--- config.mk ---
export PLATFORM = sky130hd
export DESIGN_NAME = cmp_trig_timer
export DESIGN_NICKNAME = d
export VERILOG_FILES = /design/src/rtl/ctt_pkg.sv /design/src/rtl/ctt_prescaler.sv /design/src/rtl/ctt_point.sv /design/src/rtl/ctt_edge_trig.sv /design/src/rtl/cmp_trig_timer.sv
export SDC_FILE = /design/constraint.sdc
export NUM_CORES = 1
export LEC_CHECK = 0
export ABC_AREA = 0
export BUFFER_PORTS_ARGS = -buffer_cell sky130_fd_sc_hd__buf_2
export CORE_MARGIN = 3
export CORE_UTILIZATION = 65
export DETAILED_ROUTE_END_ITERATION = 8
export MAX_ROUTING_LAYER = met4
export PLACE_DENSITY = 0.84
export SYNTH_ARGS = -nofsm -noshare
export SYNTH_HDL_FRONTEND = slang
export SYNTH_SLANG_ARGS = --single-unit
--- constraint.sdc ---
create_clock -name clk -period 7.5 [get_ports clk]
set_input_delay 0.375 -clock clk [delete_from_list [all_inputs] [get_ports clk]]
set_output_delay 0.375 -clock clk [all_outputs]
set_load 0.05 [all_outputs]
--- src/rtl/ctt_pkg.sv ---
package ctt_pkg;
  localparam logic [2:0] A_CTRL  = 3'd0;
  localparam logic [2:0] A_PRESC = 3'd1;
  localparam logic [2:0] A_CMP   = 3'd2;
  localparam logic [2:0] A_STEP  = 3'd3;
  localparam logic [2:0] A_CLR   = 3'd4;
  localparam logic [2:0] A_KEY   = 3'd5;
  localparam logic [2:0] A_FLAG  = 3'd6;
  localparam logic [2:0] A_COUNT = 3'd7;

  localparam int CTRL_W    = 4;
  localparam int KEY_W     = 4;
  localparam int CB_RUN    = 0;
  localparam int CB_NOTIFY = 1;
  localparam int CB_IRQEN  = 2;
  localparam int CB_RISE   = 3;

  localparam logic [KEY_W-1:0] ACLR_KEY = 4'hA;
endpackage

--- src/rtl/ctt_prescaler.sv ---
module ctt_prescaler #(
  parameter int PRE_W = 8
) (
  input  logic             clk,
  input  logic             rst_n,
  input  logic             run,
  input  logic [PRE_W-1:0] reload,
  output logic             tick
);
  logic [PRE_W-1:0] div_q;

  // ">=" keeps the divider from running past a reload lowered mid-count
  assign tick = run && (div_q >= reload);

  always_ff @(posedge clk or negedge rst_n) begin
    if (!rst_n)      div_q <= '0;
    else if (!run)   div_q <= '0;
    else if (tick)   div_q <= '0;
    else             div_q <= div_q + 1'b1;
  end
endmodule

--- src/rtl/ctt_point.sv ---
module ctt_point #(
  parameter int W = 16
) (
  input  logic         clk,
  input  logic         rst_n,
  input  logic         load,
  input  logic [W-1:0] load_val,
  input  logic [W-1:0] step,
  input  logic [W-1:0] cnt,
  input  logic         tick,
  input  logic         arm,
  output logic         hit,
  output logic [W-1:0] point
);
  function automatic logic [W-1:0] next_point(input logic [W-1:0] p, input logic [W-1:0] s);
    return p + s;  // wraps modulo 2^W
  endfunction

  logic [W-1:0] point_q;

  assign hit   = arm && tick && (cnt == point_q);
  assign point = point_q;

  always_ff @(posedge clk or negedge rst_n) begin
    if (!rst_n)     point_q <= '0;
    else if (load)  point_q <= load_val;
    else if (hit)   point_q <= next_point(point_q, step);
  end
endmodule

--- src/rtl/ctt_edge_trig.sv ---
module ctt_edge_trig (
  input  logic clk,
  input  logic rst_n,
  input  logic line,
  input  logic rise_sel,
  output logic start
);
  logic line_d;
  logic rise_det;
  logic fall_det;
  logic start_q;

  assign rise_det = line & ~line_d;
  assign fall_det = ~line & line_d;
  assign start    = start_q;

  always_ff @(posedge clk or negedge rst_n) begin
    if (!rst_n) begin
      line_d  <= 1'b0;
      start_q <= 1'b0;
    end else begin
      line_d  <= line;
      start_q <= rise_sel ? rise_det : fall_det;
    end
  end
endmodule

--- src/rtl/cmp_trig_timer.sv ---
module cmp_trig_timer
  import ctt_pkg::*;
#(
  parameter int CNT_W = 16,
  parameter int PRE_W = 8
) (
  input  logic             clk,
  input  logic             rst_n,
  input  logic             reg_we,
  input  logic [2:0]       reg_addr,
  input  logic [CNT_W-1:0] reg_wdata,
  output logic [CNT_W-1:0] reg_rdata,
  output logic             evt_line,
  output logic             irq,
  output logic             conv_start
);
  function automatic logic [CNT_W-1:0] bump(input logic [CNT_W-1:0] v);
    return v + 1'b1;
  endfunction

  logic [CTRL_W-1:0] ctrl_q;
  logic [PRE_W-1:0]  presc_q;
  logic [CNT_W-1:0]  step_q;
  logic [CNT_W-1:0]  cnt_q;
  logic [KEY_W-1:0]  key_q;
  logic              line_q;

  // named internal events, observed by the checker
  logic              run, notify_en, irq_en, rise_sel, aclr_on;
  logic              tick;
  logic              cmp_load, clr_load, flag_clr;
  logic              cmp_hit, clr_hit;
  logic [CNT_W-1:0]  cmp_point, clr_point;

  assign run       = ctrl_q[CB_RUN];
  assign notify_en = ctrl_q[CB_NOTIFY];
  assign irq_en    = ctrl_q[CB_IRQEN];
  assign rise_sel  = ctrl_q[CB_RISE];
  assign aclr_on   = (key_q == ACLR_KEY);

  assign cmp_load  = reg_we && (reg_addr == A_CMP);
  assign clr_load  = reg_we && (reg_addr == A_CLR);
  assign flag_clr  = reg_we && (reg_addr == A_FLAG) && reg_wdata[0];

  ctt_prescaler #(.PRE_W(PRE_W)) i_presc (
    .clk(clk), .rst_n(rst_n), .run(run), .reload(presc_q), .tick(tick)
  );

  ctt_point #(.W(CNT_W)) i_cmp (
    .clk(clk), .rst_n(rst_n), .load(cmp_load), .load_val(reg_wdata),
    .step(step_q), .cnt(cnt_q), .tick(tick), .arm(run),
    .hit(cmp_hit), .point(cmp_point)
  );

  ctt_point #(.W(CNT_W)) i_clr (
    .clk(clk), .rst_n(rst_n), .load(clr_load), .load_val(reg_wdata),
    .step(step_q), .cnt(cnt_q), .tick(tick), .arm(run && aclr_on),
    .hit(clr_hit), .point(clr_point)
  );

  always_ff @(posedge clk or negedge rst_n) begin
    if (!rst_n) begin
      ctrl_q  <= '0;
      presc_q <= '0;
      step_q  <= '0;
      key_q   <= '0;
    end else if (reg_we) begin
      case (reg_addr)
        A_CTRL:  ctrl_q  <= reg_wdata[CTRL_W-1:0];
        A_PRESC: presc_q <= reg_wdata[PRE_W-1:0];
        A_STEP:  step_q  <= reg_wdata;
        A_KEY:   key_q   <= reg_wdata[KEY_W-1:0];
        default: ;
      endcase
    end
  end

  always_ff @(posedge clk or negedge rst_n) begin
    if (!rst_n)                                  cnt_q <= '0;
    else if (reg_we && (reg_addr == A_COUNT))    cnt_q <= reg_wdata;
    else if (tick)                               cnt_q <= bump(cnt_q);
  end

  // set has priority over any clear source
  always_ff @(posedge clk or negedge rst_n) begin
    if (!rst_n)                       line_q <= 1'b0;
    else if (cmp_hit && notify_en)    line_q <= 1'b1;
    else if (clr_hit || flag_clr)     line_q <= 1'b0;
  end

  ctt_edge_trig i_trig (
    .clk(clk), .rst_n(rst_n), .line(line_q), .rise_sel(rise_sel), .start(conv_start)
  );

  assign evt_line = line_q;
  assign irq      = line_q & irq_en;

  always_comb begin
    case (reg_addr)
      A_CTRL:  reg_rdata = CNT_W'(ctrl_q);
      A_PRESC: reg_rdata = CNT_W'(presc_q);
      A_CMP:   reg_rdata = cmp_point;
      A_STEP:  reg_rdata = step_q;
      A_CLR:   reg_rdata = clr_point;
      A_KEY:   reg_rdata = CNT_W'(key_q);
      A_FLAG:  reg_rdata = CNT_W'(line_q);
      default: reg_rdata = cnt_q;
    endcase
  end
endmodule

==> impl_metrics.env <==
export IMPL_outcome="finished, final reports clean"
export IMPL_worst_pin_slew_ns=1.25
export IMPL_vias=5943
export IMPL_worst_hold_path_type="in2reg"
export IMPL_endpoint="i_cmp.point[12]"
export IMPL_dp_cells=895
export IMPL_syn_inst=767
export IMPL_critPathRequiredTime_ns=7.72
export IMPL_avgSynthCellArea_sq_um=8.79
export IMPL_clkTransAtPathRegs_ns=0.10
export IMPL_antenna_cells=0
export IMPL_startpoint="step_q[0]"
export IMPL_grt_pass1_vias=5850
export IMPL_cts_setup_buffers=0
export IMPL_dieHeight_um=108
export IMPL_io_buffers=40
export IMPL_place_hpwl_um=13700
export IMPL_end_kind="flop"
export IMPL_overflow=0
export IMPL_yosysWarnings=0
export IMPL_slew_viol_final=0
export IMPL_setup_tns_ns=0
export IMPL_cts_tree="built"
export IMPL_grt_total_usage_pct=34.0
export IMPL_start_kind="flop"
export IMPL_layout_nets=838
export IMPL_antenna_left=0
export IMPL_r2r_start="step_q[0]"
export IMPL_gp_congestion=1.01
export IMPL_drv_cap=0
export IMPL_total_power_uw=1960
export IMPL_rsz0062_at_grt="false"
export IMPL_pin_count=41
export IMPL_coreArea_sq_um=9910
export IMPL_reg2reg_to="i_cmp.point[12]"
export IMPL_dr_first_iter_drc_count=539
export IMPL_fin_cells=912
export IMPL_grt_start_max_net_pins=52
export IMPL_drt_vias_per_instance=6.52
export IMPL_finalSetupViolCount=0
export IMPL_cts_root_buf="clkbuf_8"
export IMPL_power_density_nw_per_um2=277
export IMPL_wl_per_cell_um=20.3
export IMPL_finalCritPeriodShare_pct=38.8
export IMPL_synth_cell_types=58
export IMPL_min_period_ns=2.91
export IMPL_async_flop_share_pct=100
export IMPL_layout_drive_gt1_share_pct=12.1
export IMPL_drt_wl_total_um=18500
export IMPL_cts_made_buffers=9
export IMPL_cp_max_fo=4
export IMPL_antenna_found_initial=0
export IMPL_slew_headroom_pct=16.4
export IMPL_clkSinkCount=91
export IMPL_max_freq_mhz=343
export IMPL_htreeDepth=3
export IMPL_synth_edf_count=0
export IMPL_fin_worst_skew_ns=0.0138
export IMPL_p_leak_uw=0.00301
export IMPL_ys_flop_type="dfrtp_1"
export IMPL_clockBufferDepth=2
export IMPL_drc=0
export IMPL_start_util_pct=68.0
export IMPL_peakVddDrop_uv=191
export IMPL_synthToLayoutAreaGrowth_pct=5.14
export IMPL_reg2regPathDepth=10
export IMPL_syn_area_sq_um=6740
export IMPL_first_pass_iters=6
export IMPL_grt_pass1_wl_um=29900
export IMPL_rows=36
export IMPL_worstPathArrival_ns=3.13
export IMPL_reg2reg_setup_slack_ns=4.59
export IMPL_clk_latency_ns=0.38
export IMPL_ys_seq_area_share_pct=33.8
export IMPL_die_area_sq_um=11600
export IMPL_ys_seq_elements=91
export IMPL_path_class="reg2reg"
export IMPL_holdWs_ns=0.283
export IMPL_die_w_um=108
export IMPL_cts_resized_gates=0
export IMPL_hold_viol_final=0
export IMPL_synth_fp_nets=831
## cell usage in the layout (no fill, tap or decap), types with 13 or more instances in the layout
master,count
xor2_1,50
mux2_2,27
ha_1,40
mux2i_1,34
dfrtp_1,91
a31oi_1,13
buf_2,39
xnor2_1,26
nand3_1,19
inv_1,22
nand2_1,81
nor2_1,65
nor2b_1,17
nand4_1,13
a21oi_1,60
o21ai_0,51
## registers in the layout, indices dropped and copies added, names as in the netlist, 4 cells and up
| name | count |
|---|---|
| cnt_q | 16 |
| i_clr.point | 16 |
| i_cmp.point | 16 |
| step_q | 16 |
| i_presc.div_q | 8 |
| presc_q | 8 |
| ctrl_q | 4 |
| key_q | 4 |
## per-layer routing
| metal | global-route usage [%] | up-vias | part of all wire (%) |
|---|---|---|---|
| li1 | - | 2736 | - |
| met1 | 41.8 | 2838 | 41 |
| met2 | 54.2 | 296 | 47 |
| met3 | 5.64 | 73 | 7.0 |
| met4 | 17.4 | 0 | 5.1 |
| met5 | - | - | 0 |
## report_power, final
group          internal, uW  switching [uW]  leakage [uW]
clock                   121             187     0.0000787
sequential              593             177       0.00108
combinational           377             508       0.00185
total                  1090             871       0.00301
## synthesized netlist by cell type (2+ instances only)
cell / number / area, sq um
dfrtp_1: 91 / 2280
nand2_1: 81 / 304
nor2_1: 65 / 244
a21oi_1: 61 / 305
o21ai_0: 51 / 255
xor2_1: 50 / 438
ha_1: 40 / 500
mux2i_1: 34 / 340
clkbuf_1: 33 / 124
mux2_2: 27 / 304
xnor2_1: 26 / 228
inv_1: 22 / 82.6
nand3_1: 19 / 95.1
nor2b_1: 17 / 106
a31oi_1: 13 / 81.3
nand4_1: 13 / 81.3
o221ai_1: 12 / 105
a21o_1: 11 / 82.6
and3_1: 7 / 43.8
nand2b_1: 7 / 43.8
a211oi_1: 6 / 45.0
nor4_1: 6 / 37.5
a221oi_1: 5 / 43.8
and2_1: 5 / 31.3
buf_1: 5 / 18.8
and4_1: 4 / 35.0
buf_2: 4 / 20.0
nor3_1: 4 / 20.0
o21a_1: 4 / 30.0
a22o_1: 3 / 26.3
a22oi_1: 3 / 22.5
buf_4: 3 / 22.5
o21bai_1: 3 / 22.5
o22ai_1: 3 / 18.8
buf_6: 2 / 22.5
fa_1: 2 / 40.0
nand3b_1: 2 / 15.0
nand4b_1: 2 / 17.5
o211ai_1: 2 / 15.0
## worst max-delay path, cell delays in order (launching register included)
cell and delay, ns:
dfrtp_1 0.41, ha_1 0.19, inv_1 0.06, fa_1 0.41, nor2b_1 0.12, o21ai_0 0.11
a21oi_1 0.29, o21ai_0 0.24, or4b_2 0.68, nand4_1 0.13, a31oi_1 0.11
## layout make-up
cell class | count | area [sq um]
clock inverters | 6 | 41.3
repair buffers | 44 | 235
flip-flops and latches | 91 | 2280
fillers | 759 | 2820
well taps | 133 | 166
inverters | 22 | 82.6
clock buffers | 10 | 128
multi-input cells | 606 | 4160
## through the flow
| step | utilization, % | worst slack (ns) | cell area, sq um |
|---|---|---|---|
| 2_1_floorplan | - | 4.84 | 6740 |
| 5_1_grt | 71.5 | 4.38 | 7090 |
| 6_report | 71.5 | 4.59 | 7090 |
| 4_1_cts | 71.5 | 4.62 | 7090 |
| 3_3_place_gp | 69.7 | 4.74 | 6910 |
| 3_5_place_dp | 69.7 | 4.64 | 6910 |
## kinds of logic after synthesis
group	Yosys count	share of synthesized area [%]
AND/OR/NAND/NOR	240	17.2
AO/OA/AOI/OAI	187	17.0
flip-flops	91	33.8
XOR/XNOR	76	9.87
buffers and inverters	70	4.60
multiplexers	61	9.56
adder cells (fa/ha/maj)	42	8.02
## how the worst min path moves through the flow
stage / startpoint / to / slack (ns) / cells after the start
finish: reg_wdata[11] / i_cmp.point[11] / 0.28 / 3
global route: reg_wdata[11] / i_cmp.point[11] / 0.29 / 3
CTS: reg_wdata[11] / i_cmp.point[11] / 0.27 / 3
detailed placement: rst_n / step_q[15] / 0.40 / 1
global placement: rst_n / step_q[15] / 0.38 / 1
floorplan: rst_n / cnt_q[0] / 0.08 / 0
## timing repair
item,4_1_cts,5_1_grt
hold buffers,1,0
setup endpoints to repair,0,0
hold endpoints to repair,11,0
No activity file was read; power rests on OpenSTA's default activity.
